File: config.mk
export PLATFORM = sky130hd
export DESIGN_NAME = spi_cmd_engine
export DESIGN_NICKNAME = d
export VERILOG_FILES = /design/src/rtl/spi_cmd_pkg.sv /design/src/rtl/spi_rst_sync.sv /design/src/rtl/spi_clk_div.sv /design/src/rtl/spi_cmd_regs.sv /design/src/rtl/spi_cmd_seq.sv /design/src/rtl/spi_cmd_engine.sv
export SDC_FILE = /design/constraint.sdc
export NUM_CORES = 1
export LEC_CHECK = 0
export CORE_ASPECT_RATIO = 0.9
export CORE_UTILIZATION = 35
export CTS_BUF_LIST = sky130_fd_sc_hd__clkbuf_4 sky130_fd_sc_hd__clkbuf_8 sky130_fd_sc_hd__clkbuf_16
export DETAILED_ROUTE_END_ITERATION = 12
export DONT_BUFFER_PORTS = 1
export PLACE_DENSITY_LB_ADDON = 0.25
export SKIP_LAST_GASP = 1
export SLEW_MARGIN = 20
export SYNTH_ARGS = -nofsm -noshare
export SYNTH_HDL_FRONTEND = slang
export SYNTH_SLANG_ARGS = --single-unit
File: constraint.sdc
create_clock -name clk -period 4.7 [get_ports clk]
set_clock_uncertainty 0.1 [all_clocks]
set_input_delay 0.705 -clock clk [delete_from_list [all_inputs] [get_ports clk]]
set_output_delay 0.705 -clock clk [all_outputs]
set_load 0.005 [all_outputs]
File: src/rtl/spi_cmd_pkg.sv
package spi_cmd_pkg;
  localparam int BYTE_W    = 8;
  localparam int TX_BYTES  = 5;
  localparam int ADR_BYTES = 3;
  localparam int RX_BYTES  = 3;
  localparam int TX_W      = TX_BYTES * BYTE_W;
  localparam int RX_W      = RX_BYTES * BYTE_W;
  localparam int OFS_W     = 3;
  localparam int BITS_W    = $clog2((TX_BYTES + RX_BYTES) * BYTE_W + 1);

  // register window offsets
  localparam logic [OFS_W-1:0] OFS_CTRL  = 3'd0;
  localparam logic [OFS_W-1:0] OFS_OP    = 3'd1;
  localparam logic [OFS_W-1:0] OFS_A_LO  = 3'd2;
  localparam logic [OFS_W-1:0] OFS_A_MID = 3'd3;
  localparam logic [OFS_W-1:0] OFS_A_HI  = 3'd4;
  localparam logic [OFS_W-1:0] OFS_RX0   = 3'd5;
  localparam logic [OFS_W-1:0] OFS_RX1   = 3'd6;
  localparam logic [OFS_W-1:0] OFS_TAIL  = 3'd7;

  localparam logic [2:0] GO_SLOW = 3'd4;
  localparam logic [2:0] GO_FAST = 3'd5;

  typedef enum logic [1:0] {ST_IDLE, ST_XFER, ST_TAIL} seq_state_e;

  typedef struct packed {
    logic       fast;
    logic [1:0] wcode;
    logic [1:0] rcnt;
  } xfer_cfg_t;

  function automatic int wr_bytes(input logic [1:0] code);
    case (code)
      2'd0:    wr_bytes = 1;
      2'd1:    wr_bytes = 2;
      2'd2:    wr_bytes = 4;
      default: wr_bytes = 5;
    endcase
  endfunction

  // left-aligned outgoing stream; address goes high offset first
  function automatic logic [TX_W-1:0] pack_tx(
      input logic [1:0] code, input logic [BYTE_W-1:0] op,
      input logic [BYTE_W-1:0] a_hi, input logic [BYTE_W-1:0] a_mid,
      input logic [BYTE_W-1:0] a_lo, input logic [BYTE_W-1:0] tail);
    case (code)
      2'd0:    pack_tx = {op, {(4*BYTE_W){1'b0}}};
      2'd1:    pack_tx = {op, tail, {(3*BYTE_W){1'b0}}};
      2'd2:    pack_tx = {op, a_hi, a_mid, a_lo, {BYTE_W{1'b0}}};
      default: pack_tx = {op, a_hi, a_mid, a_lo, tail};
    endcase
  endfunction
endpackage

File: src/rtl/spi_rst_sync.sv
module spi_rst_sync #(
  parameter int STAGES = 2
) (
  input  logic clk,
  input  logic rst_n,
  output logic rst_n_sync
);
  logic [STAGES-1:0] chain_q;

  always_ff @(posedge clk or negedge rst_n) begin
    if (!rst_n) chain_q <= '0;
    else        chain_q <= {chain_q[STAGES-2:0], 1'b1};
  end

  assign rst_n_sync = chain_q[STAGES-1];
endmodule

File: src/rtl/spi_clk_div.sv
module spi_clk_div #(
  parameter int SLOW_DIV = 4,
  parameter int FAST_DIV = 2
) (
  input  logic clk,
  input  logic rst_n,
  input  logic run,
  input  logic fast,
  output logic tick
);
  localparam int SLOW_HALF = SLOW_DIV / 2;
  localparam int FAST_HALF = FAST_DIV / 2;
  localparam int CW = ($clog2(SLOW_HALF) < 1) ? 1 : $clog2(SLOW_HALF);

  logic [CW-1:0] cnt_q, cnt_d, lim;

  always_comb begin
    lim   = fast ? CW'(FAST_HALF - 1) : CW'(SLOW_HALF - 1);
    tick  = run && (cnt_q == lim);
    cnt_d = (!run || tick) ? '0 : cnt_q + 1'b1;
  end

  always_ff @(posedge clk or negedge rst_n) begin
    if (!rst_n) cnt_q <= '0;
    else        cnt_q <= cnt_d;
  end

  generate
    if (SLOW_HALF > 1) begin : g_slow_chk
      // slow half period spans more than one system clock
      p_slow_gap_r8: assert property (@(posedge clk) disable iff (!rst_n)
        (run && !fast && tick) |=> !tick);
    end
    if (FAST_HALF == 1) begin : g_fast_chk
      // fast half period is a single system clock
      p_fast_rate_r8: assert property (@(posedge clk) disable iff (!rst_n)
        (run && fast && $past(run)) |-> tick);
    end
  endgenerate
endmodule

File: src/rtl/spi_cmd_regs.sv
module spi_cmd_regs
  import spi_cmd_pkg::*;
(
  input  logic              clk,
  input  logic              rst_n,
  input  logic              wr_en,
  input  logic [OFS_W-1:0]  addr,
  input  logic [BYTE_W-1:0] wdata,
  input  logic              busy,
  input  logic              done,
  input  logic [1:0]        rcnt,
  input  logic [RX_W-1:0]   rx_vec,
  output logic              start,
  output xfer_cfg_t         cfg,
  output logic [TX_W-1:0]   tx_vec,
  output logic [BYTE_W-1:0] rdata
);
  logic [BYTE_W-1:0] op_q, op_d, tail_q, tail_d;
  logic [ADR_BYTES-1:0][BYTE_W-1:0] adr_q, adr_d;
  logic [RX_BYTES-1:0][BYTE_W-1:0]  rx_q, rx_d;
  logic wr_ok;

  assign wr_ok = wr_en && !busy;

  always_comb begin
    op_d   = op_q;
    tail_d = tail_q;
    adr_d  = adr_q;
    rx_d   = rx_q;
    if (wr_ok) begin
      case (addr)
        OFS_OP:    op_d     = wdata;
        OFS_A_LO:  adr_d[0] = wdata;
        OFS_A_MID: adr_d[1] = wdata;
        OFS_A_HI:  adr_d[2] = wdata;
        OFS_TAIL:  tail_d   = wdata;
        default: ;
      endcase
    end
    if (done) begin
      for (int k = 0; k < RX_BYTES; k++) begin
        if (k < int'(rcnt))
          rx_d[k] = rx_vec[BYTE_W*(int'(rcnt)-1-k) +: BYTE_W];
      end
    end
  end

  always_ff @(posedge clk or negedge rst_n) begin
    if (!rst_n) begin
      op_q   <= '0;
      tail_q <= '0;
      adr_q  <= '0;
      rx_q   <= '0;
    end else begin
      op_q   <= op_d;
      tail_q <= tail_d;
      adr_q  <= adr_d;
      rx_q   <= rx_d;
    end
  end

  always_comb begin
    start     = wr_ok && (addr == OFS_CTRL) &&
                ((wdata[6:4] == GO_SLOW) || (wdata[6:4] == GO_FAST));
    cfg.fast  = (wdata[6:4] == GO_FAST);
    cfg.wcode = wdata[1:0];
    cfg.rcnt  = wdata[3:2];
    tx_vec    = pack_tx(cfg.wcode, op_q, adr_q[2], adr_q[1], adr_q[0], tail_q);
  end

  always_comb begin
    case (addr)
      OFS_CTRL:  rdata = {busy, 7'b0};
      OFS_OP:    rdata = op_q;
      OFS_A_LO:  rdata = adr_q[0];
      OFS_A_MID: rdata = adr_q[1];
      OFS_A_HI:  rdata = adr_q[2];
      OFS_RX0:   rdata = rx_q[0];
      OFS_RX1:   rdata = rx_q[1];
      default:   rdata = rx_q[2];
    endcase
  end

  // staged bytes hold while a transfer runs
  p_hold_busy_r10: assert property (@(posedge clk) disable iff (!rst_n)
    busy |=> ($stable(op_q) && $stable(adr_q) && $stable(tail_q)));
  // reply slots change only at the end of a transfer
  p_rx_on_done_r6: assert property (@(posedge clk) disable iff (!rst_n)
    !done |=> $stable(rx_q));
endmodule

File: src/rtl/spi_cmd_seq.sv
module spi_cmd_seq
  import spi_cmd_pkg::*;
(
  input  logic            clk,
  input  logic            rst_n,
  input  logic            start,
  input  xfer_cfg_t       cfg,
  input  logic [TX_W-1:0] tx_vec,
  input  logic            tick,
  input  logic            miso,
  output logic            busy,
  output logic            run,
  output logic            fast,
  output logic            sclk,
  output logic            cs_n,
  output logic            mosi,
  output logic            done,
  output logic [1:0]      rcnt,
  output logic [RX_W-1:0] rx_vec
);
  seq_state_e        state_q, state_d;
  logic [TX_W-1:0]   tx_q, tx_d;
  logic [RX_W-1:0]   rx_q, rx_d;
  logic [BITS_W-1:0] left_q, left_d, rdb_q, rdb_d;
  logic              sclk_q, sclk_d, cs_n_q, cs_n_d, fast_q, fast_d;
  logic [1:0]        rcnt_q, rcnt_d;

  always_comb begin
    state_d = state_q;
    tx_d    = tx_q;
    rx_d    = rx_q;
    left_d  = left_q;
    rdb_d   = rdb_q;
    sclk_d  = sclk_q;
    cs_n_d  = cs_n_q;
    fast_d  = fast_q;
    rcnt_d  = rcnt_q;
    done    = 1'b0;
    case (state_q)
      ST_IDLE: begin
        if (start) begin
          state_d = ST_XFER;
          cs_n_d  = 1'b0;
          tx_d    = tx_vec;
          fast_d  = cfg.fast;
          rcnt_d  = cfg.rcnt;
          left_d  = BITS_W'((wr_bytes(cfg.wcode) + int'(cfg.rcnt)) * BYTE_W);
          rdb_d   = BITS_W'(int'(cfg.rcnt) * BYTE_W);
        end
      end
      ST_XFER: begin
        if (tick) begin
          if (!sclk_q) begin
            sclk_d = 1'b1;
            rx_d   = {rx_q[RX_W-2:0], miso};
          end else begin
            sclk_d = 1'b0;
            left_d = left_q - 1'b1;
            if (left_q == BITS_W'(1)) state_d = ST_TAIL;
            else                      tx_d    = {tx_q[TX_W-2:0], 1'b0};
          end
        end
      end
      default: begin
        if (tick) begin
          state_d = ST_IDLE;
          cs_n_d  = 1'b1;
          done    = 1'b1;
        end
      end
    endcase
  end

  always_ff @(posedge clk or negedge rst_n) begin
    if (!rst_n) begin
      state_q <= ST_IDLE;
      tx_q    <= '0;
      rx_q    <= '0;
      left_q  <= '0;
      rdb_q   <= '0;
      sclk_q  <= 1'b0;
      cs_n_q  <= 1'b1;
      fast_q  <= 1'b0;
      rcnt_q  <= '0;
    end else begin
      state_q <= state_d;
      tx_q    <= tx_d;
      rx_q    <= rx_d;
      left_q  <= left_d;
      rdb_q   <= rdb_d;
      sclk_q  <= sclk_d;
      cs_n_q  <= cs_n_d;
      fast_q  <= fast_d;
      rcnt_q  <= rcnt_d;
    end
  end

  assign busy   = (state_q != ST_IDLE);
  assign run    = busy;
  assign fast   = fast_q;
  assign sclk   = sclk_q;
  assign cs_n   = cs_n_q;
  assign mosi   = tx_q[TX_W-1];
  assign rcnt   = rcnt_q;
  assign rx_vec = rx_q;

  // lines idle when nothing runs
  p_idle_lines_r9: assert property (@(posedge clk) disable iff (!rst_n)
    (state_q == ST_IDLE) |-> (!sclk_q && cs_n_q));
  // data output holds while the clock is high
  p_mosi_hold_r9: assert property (@(posedge clk) disable iff (!rst_n)
    (sclk_q && $past(sclk_q)) |-> $stable(mosi));
  // data output low during the read phase
  p_read_low_r6: assert property (@(posedge clk) disable iff (!rst_n)
    ((state_q == ST_XFER) && (left_q <= rdb_q)) |-> !mosi);
  // busy ends right after the closing step, chip select high
  p_done_ends_r1: assert property (@(posedge clk) disable iff (!rst_n)
    done |=> (!busy && cs_n_q));
endmodule

File: src/rtl/spi_cmd_engine.sv
module spi_cmd_engine
  import spi_cmd_pkg::*;
#(
  parameter int SLOW_DIV     = 4,
  parameter int FAST_DIV     = 2,
  parameter int RSYNC_STAGES = 2
) (
  input  logic       clk,
  input  logic       rst_n,
  input  logic       reg_wr,
  input  logic [2:0] reg_addr,
  input  logic [7:0] reg_wdata,
  output logic [7:0] reg_rdata,
  output logic       spi_sclk,
  output logic       spi_cs_n,
  output logic       spi_mosi,
  input  logic       spi_miso
);
  logic            rst_n_sync, start, busy, run, fast, tick, done;
  xfer_cfg_t       cfg;
  logic [TX_W-1:0] tx_vec;
  logic [RX_W-1:0] rx_vec;
  logic [1:0]      rcnt;

  spi_rst_sync #(.STAGES(RSYNC_STAGES)) u_rst (
    .clk(clk), .rst_n(rst_n), .rst_n_sync(rst_n_sync));

  spi_cmd_regs u_regs (
    .clk(clk), .rst_n(rst_n_sync), .wr_en(reg_wr), .addr(reg_addr),
    .wdata(reg_wdata), .busy(busy), .done(done), .rcnt(rcnt),
    .rx_vec(rx_vec), .start(start), .cfg(cfg), .tx_vec(tx_vec),
    .rdata(reg_rdata));

  spi_clk_div #(.SLOW_DIV(SLOW_DIV), .FAST_DIV(FAST_DIV)) u_div (
    .clk(clk), .rst_n(rst_n_sync), .run(run), .fast(fast), .tick(tick));

  spi_cmd_seq u_seq (
    .clk(clk), .rst_n(rst_n_sync), .start(start), .cfg(cfg),
    .tx_vec(tx_vec), .tick(tick), .miso(spi_miso), .busy(busy),
    .run(run), .fast(fast), .sclk(spi_sclk), .cs_n(spi_cs_n),
    .mosi(spi_mosi), .done(done), .rcnt(rcnt), .rx_vec(rx_vec));

  // chip select low exactly while busy
  p_cs_busy_r1: assert property (@(posedge clk) disable iff (!rst_n_sync)
    busy |-> !spi_cs_n);
  // a start is never accepted while busy
  p_no_restart_r10: assert property (@(posedge clk) disable iff (!rst_n_sync)
    (busy && start) |-> 1'b0);
endmodule

==> impl_metrics.yaml <==
outcome:
  status: "completed"
synthesis:
  synth-seq-cells: 145
  synth_fp_nets: 669
  syn_inst: 639
  async_flop_share_pct: 100
  ys.flop_type: "dfrtp_1"
  yosysWarnings: 0
  avgSynthCellArea_um2: 11.6
  yosysTopAreaCell: "dfrtp_1"
  syn_area_um2: 7420
  synth_cell_types: 57
  synth_edf_count: 0
  yosysTopAreaCellShare_pct: 48.6
  yosysSeqAreaShare_pct: 48.9
  synth.area.top_cells: "dfrtp_1 49%, mux2_2 13%, mux2_4 6.3%"
grt:
  grt_pass1_wl_um: 28200
  grt_pass1_vias: 4898
  grt_max_degree: 144
  grt_overflow: 0
  antenna_found_initial: 0
  grt_use_total_pct: 16.9
power:
  p_leak_nw: 3.89
  ir_drop_v: 0.000227
  p_per_area_nw_per_um2: 617
final_layout:
  final_common_cell: "dfrtp_1"
  multi_input_comb_area_um2: 3520
  final_cell_mix: "143 x dfrtp_1, 84 x mux2_2, 59 x nand2_1"
  finish.net_count: 653
  synthToLayoutAreaGrowth_pct: 11.6
  n_antenna_cell: 0
  n_fill_cell: 1987
  drive_gt1_share_pct: 25.8
  fin_cells: 922
  regArea_um2: 3630
routing:
  drt-initial-drc-count: 346
  vias_per_cell: 5.33
  num_vias: 4913
  wl_um: 17500
  wl_per_cell_um: 19.0
  post-route-drc-count: 0
  ant_nets: 0
  dr.pass1.iters: 5
sta:
  final.period_utilization_pct: 56.1
  hold_slack_ps: 256
  layout_setup_ws_ps: 2060
  rsz0062_at_grt: "no"
  tightest_slew_ps: 859
  maxSlewHeadroom_pct: 42.8
  fin_crit_ps: 2640
  fmax_mhz: 379
  final.setup.tns_ps: 0
  setup_viol: 0
  slew_viol_final: 0
  hold_violations: 0
placement:
  dp_hpwl_um: 11900
  pre_cts_ws_ps: 2070
  portBuffers: 0
  placed_cells: 889
  gp_congestion: 0.772
critical_path:
  crit_required_ps: 3890
  crit_type: "flip-flop to primary output"
  worstPathArrival_ps: 1830
  end_kind: "primary output"
  rrSetupSlack_ps: 2170
  crit_fanout: 9
  setup.worst_path.start_class: "flip-flop"
  r2r_cells: 7
die:
  rows: 50
  die_area_um2: 21800
  die_w_um: 156
  die_h_um: 140
  io_pins: 26
  initial_core_util_pct: 35.7
  core-area_um2: 20800
clocking:
  clk_latency_ps: 420
  cts_made_buffers: 17
  clock-sinks: 145
  cts_tree: "built"
  clk_root_buffer_cell: "clkbuf_16"
  cts_setup_buffers: 0
  h-tree-depth: 4
  clk_pin_slew_ps: 60
  clockBufferDepth: 2
min_path:
  hold_depth: 0
  hold_path_class: "flip-flop to flip-flop"
flow_run:
  drv_cap: 0
synthesized netlist by cell type (14+ instances only):
| master | count |
|---|---|
| dfrtp_1 | 144 |
| ha_1 | 14 |
| clkbuf_1 | 21 |
| mux2_2 | 84 |
| nand3_1 | 21 |
| o21ai_0 | 38 |
| inv_1 | 19 |
| nand2_1 | 59 |
| a211oi_1 | 14 |
| mux2_4 | 31 |
| a22o_1 | 16 |
| mux2i_1 | 27 |
| a21oi_1 | 17 |
| nor2_1 | 23 |
final timing paths:
kind,end,startpoint
min in group asynchronous,u_seq.rx_vec[20]$_DFFE_PN0P_,u_rst.chain_q[1]$_DFF_PN0_
max in group asynchronous,u_seq.tx_q[30]$_DFFE_PN0P_,u_rst.chain_q[1]$_DFF_PN0_
min reg2reg,u_rst.chain_q[1]$_DFF_PN0_,u_rst.chain_q[0]$_DFF_PN0_
max reg2reg,u_regs.rx_q[8]$_DFFE_PN0P_,u_seq.rcnt[0]$_DFFE_PN0P_
max,reg_rdata[7],u_seq.state_q[1]$_DFFE_PN0P_
min,u_rst.chain_q[1]$_DFF_PN0_,u_rst.chain_q[0]$_DFF_PN0_
worst max-delay path: stages, from the launching register on:
cell,delay [ps]
dfrtp_1,520
o21ai_0,350
a21oi_1,120
o32a_1,420
layout make-up:
cell class	instances	area share (%)
clock buffers	20	5.48
clock inverters	12	2.21
inverters	19	0.861
multi-input cells	433	42.5
flip-flops and latches	145	43.9
well taps	286	4.32
repair buffers	7	0.816
layer usage:
layer | up-vias | track usage (%) | wire (um)
met5 | - | 0 | 0
li1 | 2288 | - | -
met4 | 0 | 4.13 | 171
met3 | 15 | 3.90 | 660
met2 | 80 | 25.4 | 8040
met1 | 2530 | 24.4 | 8610
logic make-up (layout without fill, tap and decap cells):
| family | after synthesis | after routing | share of synthesized area [%] |
|---|---|---|---|
| muxes | 142 | 142 | 22.7 |
| adders and majority gates | 15 | 15 | 2.63 |
| xor gates and xnor gates | 4 | 4 | 0.472 |
| other | 1 | 1 | 0.0505 |
| buffers and inverters | 61 | 58 | 3.88 |
| and+or+nand+nor | 137 | 137 | 9.00 |
| DFF | 145 | 145 | 48.9 |
| AOI/OAI and AO/OA | 134 | 134 | 12.4 |
flip-flops by register name, summed over array words and instances, names as in the netlist, 2 cells and up:
signal and count:
u_rst.chain_q 2, u_regs.rx_q 24, u_seq.state_q 2, u_regs.op_q 8
u_seq.tx_q 40, u_regs.adr_q 24, u_seq.left_q 7, u_regs.tail_q 8
u_seq.rx_vec 24, u_seq.rcnt 2
report_power, final:
part	switching [W]	total (W)	internal, W
registers	0.000396	0.00207	0.00167
logic	0.000777	0.00159	0.000816
clock network	0.000534	0.00145	0.000917
per-stage QoR:
stage / total power [W] / cell area (um^2) / util [%]
finish: 0.00511 / 8280 / 39.9
global route: 0.00540 / 8280 / 39.9
CTS: 0.00515 / 8280 / 39.9
detailed placement: 0.00367 / 7630 / 36.7
global placement: 0.00361 / 7630 / 36.7
floorplan: 0.00330 / 7420 / -
repair_timing:
action | CTS | global route
hold buffers | 1 | 0
gates resized for setup | 0 | 0
hold endpoints to repair | 2 | 0
No activity file was read; power rests on OpenSTA's default activity.
